[config.mk]
export PLATFORM = sky130hd
export DESIGN_NAME = shutter_setting_reg
export DESIGN_NICKNAME = d
export VERILOG_FILES = /design/src/rtl/shutter_cfg_pkg.sv /design/src/rtl/shutter_serial_loader.sv /design/src/rtl/shutter_speed_table.sv /design/src/rtl/shutter_setting_reg.sv
export SDC_FILE = /design/constraint.sdc
export NUM_CORES = 1
export LEC_CHECK = 0
export ABC_AREA = 1
export BUFFER_PORTS_ARGS = -buffer_cell sky130_fd_sc_hd__buf_2
export CORE_ASPECT_RATIO = 0.9
export CORE_MARGIN = 2
export CORE_UTILIZATION = 36
export DETAILED_ROUTE_END_ITERATION = 10
export GPL_TIMING_DRIVEN = 0
export PLACE_DENSITY = 0.63
export SLEW_MARGIN = 20
export SYNTH_ARGS = -nofsm -noshare
export SYNTH_HDL_FRONTEND = slang
export SYNTH_SLANG_ARGS = --single-unit
export TNS_END_PERCENT = 5
[constraint.sdc]
create_clock -name clk -period 3.8 [get_ports clk]
set_clock_uncertainty 0.1 [all_clocks]
set_input_delay 0.38 -clock clk [delete_from_list [all_inputs] [get_ports clk]]
set_output_delay 0.38 -clock clk [all_outputs]
set_load 0.01 [all_outputs]
[src/rtl/shutter_cfg_pkg.sv]
package shutter_cfg_pkg;

  typedef enum logic [1:0] {
    SHUT_OFF     = 2'd0,
    SHUT_FLICKER = 2'd1,
    SHUT_HIGH    = 2'd2,
    SHUT_LOW     = 2'd3
  } shut_mode_e;

  // Exposure denominator (1/d seconds) selected by a parallel speed code.
  function automatic int speed_den(input int code);
    case (code)
      0:       speed_den = 10000;
      1:       speed_den = 4000;
      2:       speed_den = 2000;
      3:       speed_den = 1000;
      4:       speed_den = 500;
      5:       speed_den = 250;
      6:       speed_den = 125;
      default: speed_den = 60;
    endcase
  endfunction

  // Mode bit pair to shutter mode.
  function automatic shut_mode_e decode_mode(input logic [1:0] mb);
    case (mb)
      2'b11:   decode_mode = SHUT_OFF;
      2'b01:   decode_mode = SHUT_HIGH;
      2'b10:   decode_mode = SHUT_LOW;
      default: decode_mode = SHUT_FLICKER;
    endcase
  endfunction

endpackage

[src/rtl/shutter_serial_loader.sv]
module shutter_serial_loader #(
  parameter int WORD_W = 12,
  parameter logic [WORD_W-1:0] RESET_WORD = '0
) (
  input  logic              clk,
  input  logic              rst_n,
  input  logic              enable,
  input  logic              ser_clk,
  input  logic              ser_data,
  input  logic              ser_strobe,
  output logic [WORD_W-1:0] word_o,
  output logic              commit_o
);

  logic              clk_q, stb_q;
  logic              clk_rise, stb_rise;
  logic [WORD_W-1:0] shift_q, shift_d;
  logic [WORD_W-1:0] word_q, word_d;
  logic              have_q, have_d;
  logic              commit;

  assign clk_rise = ser_clk & ~clk_q;
  assign stb_rise = ser_strobe & ~stb_q;
  assign commit   = enable & stb_rise & have_q;

  always_comb begin
    shift_d = shift_q;
    word_d  = word_q;
    have_d  = have_q;
    if (enable) begin
      if (stb_rise) begin
        if (have_q) begin
          word_d = shift_q;
          have_d = 1'b0;
        end
      end else if (clk_rise) begin
        shift_d = {shift_q[WORD_W-2:0], ser_data};
        have_d  = 1'b1;
      end
    end
  end

  always_ff @(posedge clk or negedge rst_n) begin
    if (!rst_n) begin
      clk_q   <= 1'b0;
      stb_q   <= 1'b0;
      shift_q <= '0;
      word_q  <= RESET_WORD;
      have_q  <= 1'b0;
    end else begin
      clk_q   <= ser_clk;
      stb_q   <= ser_strobe;
      shift_q <= shift_d;
      word_q  <= word_d;
      have_q  <= have_d;
    end
  end

  assign word_o   = word_q;
  assign commit_o = commit;

  // strobe without any shifted bit keeps the held word
  p_nobits_hold_r4: assert property (@(posedge clk) disable iff (!rst_n)
    (enable && stb_rise && !have_q) |=> $stable(word_q));

  // loader frozen while disabled
  p_disabled_frozen_r10: assert property (@(posedge clk) disable iff (!rst_n)
    (!enable) |=> ($stable(word_q) && $stable(shift_q)));

  // a commit consumes the shifted bits
  p_commit_clears_r2: assert property (@(posedge clk) disable iff (!rst_n)
    commit |=> !have_q);

endmodule

[src/rtl/shutter_speed_table.sv]
module shutter_speed_table #(
  parameter int VAL_W           = 10,
  parameter int CODE_W          = 3,
  parameter int LINES_PER_FRAME = 525,
  parameter int FRAME_RATE      = 30,
  parameter int MIN_FRAMES      = 2
) (
  input  logic [CODE_W-1:0] code,
  output logic [VAL_W-1:0]  lines_o,
  output logic [VAL_W-1:0]  frames_o
);
  import shutter_cfg_pkg::*;

  localparam int NCODES        = 1 << CODE_W;
  localparam int LINES_PER_SEC = LINES_PER_FRAME * FRAME_RATE;

  logic [VAL_W-1:0] line_tab  [NCODES];
  logic [VAL_W-1:0] frame_tab [NCODES];

  for (genvar c = 0; c < NCODES; c++) begin : g_code
    localparam int DEN = speed_den(c);
    assign line_tab[c]  = VAL_W'(LINES_PER_SEC / DEN);
    assign frame_tab[c] = VAL_W'(MIN_FRAMES + NCODES - 1 - c);
  end

  assign lines_o  = line_tab[code];
  assign frames_o = frame_tab[code];

  // frame table output within its range
  always_comb begin
    p_frames_range_r9: assert (frames_o >= VAL_W'(MIN_FRAMES) &&
                               frames_o <= VAL_W'(MIN_FRAMES + NCODES - 1));
  end

endmodule

[src/rtl/shutter_setting_reg.sv]
module shutter_setting_reg #(
  parameter int VAL_W           = 10,
  parameter int LINES_PER_FRAME = 525,
  parameter int FRAME_RATE      = 30,
  parameter int FLICKER_HZ      = 50
) (
  input  logic             clk,
  input  logic             rst_n,
  input  logic             src_parallel,
  input  logic             ser_clk,
  input  logic             ser_data,
  input  logic             ser_strobe,
  input  logic [1:0]       mode_pins,
  output logic [1:0]       exp_mode,
  output logic [VAL_W-1:0] exp_lines,
  output logic [VAL_W-1:0] exp_frames
);
  import shutter_cfg_pkg::*;

  localparam int WORD_W        = VAL_W + 2;
  localparam int CODE_W        = 3;
  localparam int LINES_PER_SEC = LINES_PER_FRAME * FRAME_RATE;
  localparam logic [VAL_W-1:0] FULL_LINES    = VAL_W'(LINES_PER_FRAME);
  localparam logic [VAL_W-1:0] FLICKER_LINES = VAL_W'(LINES_PER_SEC / FLICKER_HZ);
  localparam logic [VAL_W-1:0] ONE_FRAME     = VAL_W'(1);
  localparam logic [WORD_W-1:0] RESET_WORD   = {2'b11, {VAL_W{1'b0}}};

  // reset: asynchronous assert, synchronous release
  logic rst_meta, rst_sync;
  always_ff @(posedge clk or negedge rst_n) begin
    if (!rst_n) begin
      rst_meta <= 1'b0;
      rst_sync <= 1'b0;
    end else begin
      rst_meta <= 1'b1;
      rst_sync <= rst_meta;
    end
  end

  logic [WORD_W-1:0] ser_word;
  logic              ser_commit;

  shutter_serial_loader #(
    .WORD_W    (WORD_W),
    .RESET_WORD(RESET_WORD)
  ) i_loader (
    .clk       (clk),
    .rst_n     (rst_sync),
    .enable    (~src_parallel),
    .ser_clk   (ser_clk),
    .ser_data  (ser_data),
    .ser_strobe(ser_strobe),
    .word_o    (ser_word),
    .commit_o  (ser_commit)
  );

  logic [CODE_W-1:0] par_code;
  logic [VAL_W-1:0]  tab_lines, tab_frames;
  assign par_code = {ser_data, ser_clk, ser_strobe};

  shutter_speed_table #(
    .VAL_W          (VAL_W),
    .CODE_W         (CODE_W),
    .LINES_PER_FRAME(LINES_PER_FRAME),
    .FRAME_RATE     (FRAME_RATE),
    .MIN_FRAMES     (2)
  ) i_table (
    .code    (par_code),
    .lines_o (tab_lines),
    .frames_o(tab_frames)
  );

  // next-state: pick source, then decode
  logic [1:0]       mb;
  logic [VAL_W-1:0] hi_lines, lo_frames;
  shut_mode_e       mode_d;
  logic [VAL_W-1:0] lines_d, frames_d;

  always_comb begin
    if (src_parallel) begin
      mb        = mode_pins;
      hi_lines  = tab_lines;
      lo_frames = tab_frames;
    end else begin
      mb        = ser_word[WORD_W-1 -: 2];
      hi_lines  = ser_word[VAL_W-1:0];
      lo_frames = ser_word[VAL_W-1:0];
    end
    mode_d = decode_mode(mb);
    case (mode_d)
      SHUT_HIGH:    begin lines_d = hi_lines;      frames_d = ONE_FRAME; end
      SHUT_LOW:     begin lines_d = FULL_LINES;    frames_d = lo_frames; end
      SHUT_FLICKER: begin lines_d = FLICKER_LINES; frames_d = ONE_FRAME; end
      default:      begin lines_d = FULL_LINES;    frames_d = ONE_FRAME; end
    endcase
  end

  shut_mode_e       mode_q;
  logic [VAL_W-1:0] lines_q, frames_q;

  always_ff @(posedge clk or negedge rst_sync) begin
    if (!rst_sync) begin
      mode_q   <= SHUT_OFF;
      lines_q  <= FULL_LINES;
      frames_q <= ONE_FRAME;
    end else begin
      mode_q   <= mode_d;
      lines_q  <= lines_d;
      frames_q <= frames_d;
    end
  end

  assign exp_mode   = mode_q;
  assign exp_lines  = lines_q;
  assign exp_frames = frames_q;

  // parallel off selection seen one cycle later
  p_par_off_r7: assert property (@(posedge clk) disable iff (!rst_sync)
    (src_parallel && mode_pins == 2'b11) |=> (exp_mode == 2'd0 && exp_lines == FULL_LINES));

  // low-speed always reports a full frame of lines
  p_low_full_lines_r3: assert property (@(posedge clk) disable iff (!rst_sync)
    (exp_mode == 2'd3) |-> (exp_lines == FULL_LINES));

  // frame count is one outside low-speed
  p_one_frame_r3: assert property (@(posedge clk) disable iff (!rst_sync)
    (exp_mode != 2'd3) |-> (exp_frames == ONE_FRAME));

  // in serial mode without a commit the outputs hold
  p_serial_hold_r6: assert property (@(posedge clk) disable iff (!rst_sync)
    (!src_parallel && $past(!src_parallel) && !$past(ser_commit))
      |=> ($stable(exp_mode) && $stable(exp_lines) && $stable(exp_frames)));

endmodule

-- Word level (Yosys, flattened, before mapping)
Memory sizes are Yosys's and may differ from the RTL's.
Cells that the tools add are included.
- register bits: 51
- ROM bits: 160
- input bits: 8
- output and inout port bits: 22
- memories: 2
- memories (name ; depth ; bits a word ; read ports ; clocked after Yosys merged registers in ; write ports ; line ; RTL):
    (name not given) ; 8 ; 10 ; 1 ; 0 ; 0 ; shutter_speed_table.sv:27 ; assign frames_o = frame_tab[code];
    (name not given) ; 8 ; 10 ; 1 ; 0 ; 0 ; shutter_speed_table.sv:26 ; assign lines_o = line_tab[code];
- $lt $le $gt $ge: 1
- eq/ne operators: 6
- muxes and demuxes: 12
- bitwise gates (word level): 7
- reduce and logical (&&, ||, !) cells: 4
- operator list (operator ; count):
    10-bit 2-to-1 mux ; 7
    10-bit one-hot mux with 2 select lines ; 1
    2-bit equality test, second input constant ; 4
    2-bit one-hot mux with 3 select lines ; 1
    3-bit AND reduction ; 2
    2-bit by 1-bit equality test with 1-bit output, second input constant ; 2
    4-bit greater-or-equal comparator, second input constant ; 1
    1-bit inverter ; 4
    3-bit inverter with 4-bit output ; 1
    1-bit AND ; 2
    1-bit 2-to-1 mux ; 2
    2-bit 2-to-1 mux ; 1
    2-bit AND reduction ; 1
    2-bit nonzero test ; 1

-- Depth between registers and ports, before layout
- depth in word-level cells: 6
- depth in mapped cells: 10
- mapped depth without buffers: 9

-- By module
From an unflattened synthesis, not the netlist that was laid out.
- cell total of the unflattened synthesis: 271
- area total of the unflattened synthesis: 2352.3 um^2
- by module, submodules not included (module ; times used ; cells each ; area each (um^2) ; seq. area each (um^2)):
    shutter_serial_loader ; 1 ; 119 ; 1102.3 ; 678.2
    shutter_setting_reg ; 1 ; 118 ; 1027.2 ; 606.8
    shutter_speed_table ; 1 ; 34 ; 222.7 ; 0.0

-- Worst setup path before layout
No wires, ideal clock.
- path type: input to register
- start point: in src_parallel
- end point: reg lines_q[6] (netlist: exp_lines[6])
- arrival time: 1504 ps
- data required time: 3587 ps
- path slack: 2083 ps
- cell stages on the path: 10
- buffers on the path: 1
- cell sequence: buf_6 > inv_2 > or2_2 > o21ai_2 > inv_1 > ha_1 > nor2_1 > nor2_1 > nand2_1 > inv_1
- longest elaborated chain between the ends: 5
- elaborated cells between the ends (all ways): 9
- those cells by class: 5 x eq/ne; 4 x mux
- ends and longest elaborated chain (what ; line ; RTL):
    start: declaration ; shutter_setting_reg.sv:9 ; input logic src_parallel,
    2-bit 2-to-1 mux (*) ; shutter_setting_reg.sv:80 ; if (src_parallel) begin
    2-bit equality test / 2-bit by 1-bit equality test with 1-bit output (equally long branches) ; shutter_cfg_pkg.sv:26 ; case (mb)
    2-bit one-hot mux with 3 select lines (*) ; shutter_cfg_pkg.sv:26 ;
    named net mode_d[0] ; shutter_setting_reg.sv:76 ; shut_mode_e mode_d;
    2-bit by 1-bit equality test with 1-bit output / 2-bit equality test (equally long branches) ; shutter_setting_reg.sv:90 ; case (mode_d)
    10-bit one-hot mux with 2 select lines (*) ; shutter_setting_reg.sv:90 ;
    named net lines_d[6] ; shutter_setting_reg.sv:77 ; logic [VAL_W-1:0] lines_d, frames_d;
    end signal: assignment ; shutter_setting_reg.sv:108 ; lines_q <= lines_d;
    end: declaration ; shutter_setting_reg.sv:99 ; logic [VAL_W-1:0] lines_q, frames_q;
Mark *: on every way through the listed nets, which the timed path passes. The rest lies on a longest branch.
A chain may end at the register's enable or synchronous reset.

-- Final worst setup path
- start point: reg i_loader.word_q[10] (netlist: i_loader.word_o[10])
- end point: reg lines_q[6] (netlist: exp_lines[6])
- longest elaborated chain between the ends: 5
- elaborated cells between the ends (all ways): 8
- those cells by class: 5 x eq/ne; 3 x mux
- ends and longest elaborated chain (what ; line ; RTL):
    start: declaration ; shutter_serial_loader.sv:18 ; logic [WORD_W-1:0] word_q, word_d;
    start signal: assignment ; shutter_serial_loader.sv:54 ; word_q <= word_d;
    2-bit 2-to-1 mux (*) ; shutter_setting_reg.sv:80 ;
    2-bit equality test / 2-bit by 1-bit equality test with 1-bit output (equally long branches) ; shutter_cfg_pkg.sv:26 ;
    2-bit one-hot mux with 3 select lines (*) ; shutter_cfg_pkg.sv:26 ;
    2-bit by 1-bit equality test with 1-bit output / 2-bit equality test (equally long branches) ; shutter_setting_reg.sv:90 ;
    10-bit one-hot mux with 2 select lines (*) ; shutter_setting_reg.sv:90 ;
    named net lines_d[6] ; shutter_setting_reg.sv:77 ;
Marked as above.

==> run metrics <==
part of the Yosys area used for sequential elements=58.8%; Worst path most repeated cell=nor2_1; largest stage delay on the critical path=roughly 0.56 ns; share of post-route cells with drive strength above 1=around 24%; Placed Instances=325; row cnt=26; DRT iter0 DRCs=44; Synth cell types=22; required time of the worst setup path=3.90 ns; cts bufs inserted=5; crit path time final=between 1.5 and 2 ns; Avg WL per Cell=12.8 um; Yosys warning total=0; GP Congestion=0.865; RSZ-0062 raised after global routing=no; # resized after CTS=0; Finished Cell Area=~2600 um2; leak pwr=0.00136 uW; Die ar.=roughly 6700 um2; GRT Util Overall=14.4%; Final ANT Viol Nets=0; Slew Limit Fails=0; Reg clk slew, reported paths=0.09 ns; hold buffers post-CTS=1; root buffer cell=clkbuf_8; syn avg cell area=between 9 and 10 um2; CP arrival=1.75 ns; pwr/cell area=456 nW/um2; core area=5760 um2; Hold Crit Class=reg2async; Placed Area=2430 um2; post-synthesis register bit count=approximately 50; number of global-route vias before repair=1613; FMAX=0.606 GHz; largest net degree at the start of global routing=29; Remaining DRCs=0; Area growth, synth to finish=17.2%; Die Ht=77.9 um; final hold viol count=0; I/O Pins=30; Initial Utilization=38.0%; Detail Placement HPWL=about 3.2 mm; setup bufs post-CTS=0; CTS tree=yes; syn_nets=244; worst-case clock buffer depth=2; Final nets=281; Vias=1591; crit-path max FO=7; crit end category=flip-flop; Die Width=between 80 and 90 um; Post-Layout Cell Count=334; clk_lat worst skew=0.30 ns; Buffers on Ports=28; Cell Chain, Critical Path=o21ai_0 -> ha_1 -> nor2_1 -> nor2_1 -> nand2_1 -> inv_1; WS Path Type=reg2reg; Setup Viol. Count Final=0; drt first pass iters=4; clock sinks=51; initial antenna violation count=0; first-pass GRT wire length=about 7.6 mm; CTS HTree Levels=2; GRT Residual Overflow=0; cells after synthesis=between 200 and 250; Worst path slowest cell=dfstp_2; Layout Utilization=44.5%; DRT Wirelength=about 4.3 mm; synthesized area=2190 um2; vias per cell=between 4 and 5; PnR Total Power=1170 uW; VDD IR max=~0.14 mV; CP startpoint kind=flip-flop; Period Utilization, post-route=43.4%; Antenna diodes=0; outcome=completed; Max Cap Viol=0; setup TNS=0 ns
final timing paths:
| path | from | end | slack, ns | cells past startpoint |
|---|---|---|---|---|
| max | i_loader.word_o[10] | exp_lines[6] | 2.15 | 6 |
| min | rst_sync | i_loader.stb_q | 0.13 | 0 |
| max reg2reg | i_loader.word_o[10] | exp_lines[6] | 2.15 | 6 |
| min reg2reg | rst_sync | i_loader.stb_q | 0.13 | 0 |
| max in group asynchronous | rst_sync | i_loader.word_o[11] | 2.90 | 1 |
| min in group clk | ser_strobe | i_loader.stb_q | 0.17 | 1 |
logic make-up (layout without fill, tap and decap cells):
| group | Yosys count | count (layout) | share of synthesized area (%) |
|---|---|---|---|
| and+or+nand+nor | 117 | 117 | 23.2 |
| DFF | 51 | 51 | 58.8 |
| buffers and inverters | 27 | 65 | 6.93 |
| AOI/OAI and AO/OA | 20 | 20 | 5.15 |
| adders and majority gates | 10 | 10 | 5.72 |
| other | 1 | 1 | 0.172 |
cell usage after synthesis, drive strengths merged:
library cell	number	area, um2
dfstp	7	184
nor2	12	50.1
buf	11	91.3
conb	1	3.75
nand2	69	259
a21oi	10	50.1
ha	10	125
o211ai	2	15.0
or2	3	18.8
dfrtp	44	1100
o21ai	8	47.5
nand4	12	75.1
inv	16	60.1
nand3	18	90.1
nor3	3	15.0
stage by stage:
step / hold WS [ns] / worst slack, ns
after detailed placement: 0.0698 / 1.88
after floorplan: -0.0156 / 2.08
final: 0.127 / 2.15
after global routing: 0.167 / 2.04
after CTS: 0.154 / 2.15
after global placement: 0.0652 / 1.70
flip-flops by register name, summed over array words and instances, names as in the netlist, 2 cells and up:
register / flops
exp_mode: 2
exp_frames: 10
exp_lines: 10
i_loader.shift_q: 12
i_loader.word_o: 12
cell type report:
class | count | area, um2
plain buffers | 11 | 91.3
clock buffers | 6 | 82.6
clock inverters | 2 | 35.0
fillers | 565 | 3200
inverters | 16 | 60.1
multi-input cells | 148 | 749
flip-flops and latches | 51 | 1290
well taps | 70 | 87.6
repair buffers | 30 | 170
power by group:
part           switching (uW)  leakage [uW]  total (uW)  internal (uW)
registers                38.5      0.000657         639            600
clock network             167     0.0000612         380            213
logic                    92.5      0.000642         150           57.5
total                     298       0.00136        1170            871
worst max-delay path: cells and delay by family (launching register included):
kind / cells / cell delay (ns)
buffers and inverters: 1 / 0.04
adder cells (fa/ha/maj): 1 / 0.31
AO/OA/AOI/OAI: 1 / 0.12
AND/OR/NAND/NOR: 3 / 0.42
flip-flops: 1 / 0.56
placed cells by master (no fill, tap or decap):
cell | synthesis | routed
o211ai_1 | 2 | 2
dlygate4sd3_1 | 0 | 1
clkinv_2 | 0 | 1
buf_2 | 4 | 32
nor2_1 | 10 | 10
buf_12 | 0 | 1
inv_2 | 2 | 2
dfstp_2 | 7 | 7
buf_6 | 5 | 5
o21ai_0 | 5 | 5
dfrtp_1 | 44 | 43
nor3_1 | 3 | 3
nand4_1 | 12 | 12
nand2_1 | 69 | 69
o21ai_2 | 2 | 2
clkbuf_8 | 0 | 6
a21oi_1 | 10 | 10
or2_2 | 2 | 2
o21ai_1 | 1 | 1
ha_1 | 10 | 10
nand3_1 | 18 | 18
bufinv_16 | 0 | 1
inv_1 | 14 | 14
buf_4 | 2 | 2
nor2_2 | 2 | 2
conb_1 | 1 | 1
dfrtp_2 | 0 | 1
or2_1 | 1 | 1
per-layer routing:
layer / track usage, % / vias to the layer above / wire (um)
met4: 7.14 / 0 / 131
li1: - / 802 / -
met5: 0 / - / 0
met1: 18.5 / 742 / 1960
met3: 2.98 / 13 / 155
met2: 23.0 / 34 / 2040
(Power assumes the default switching activity.)
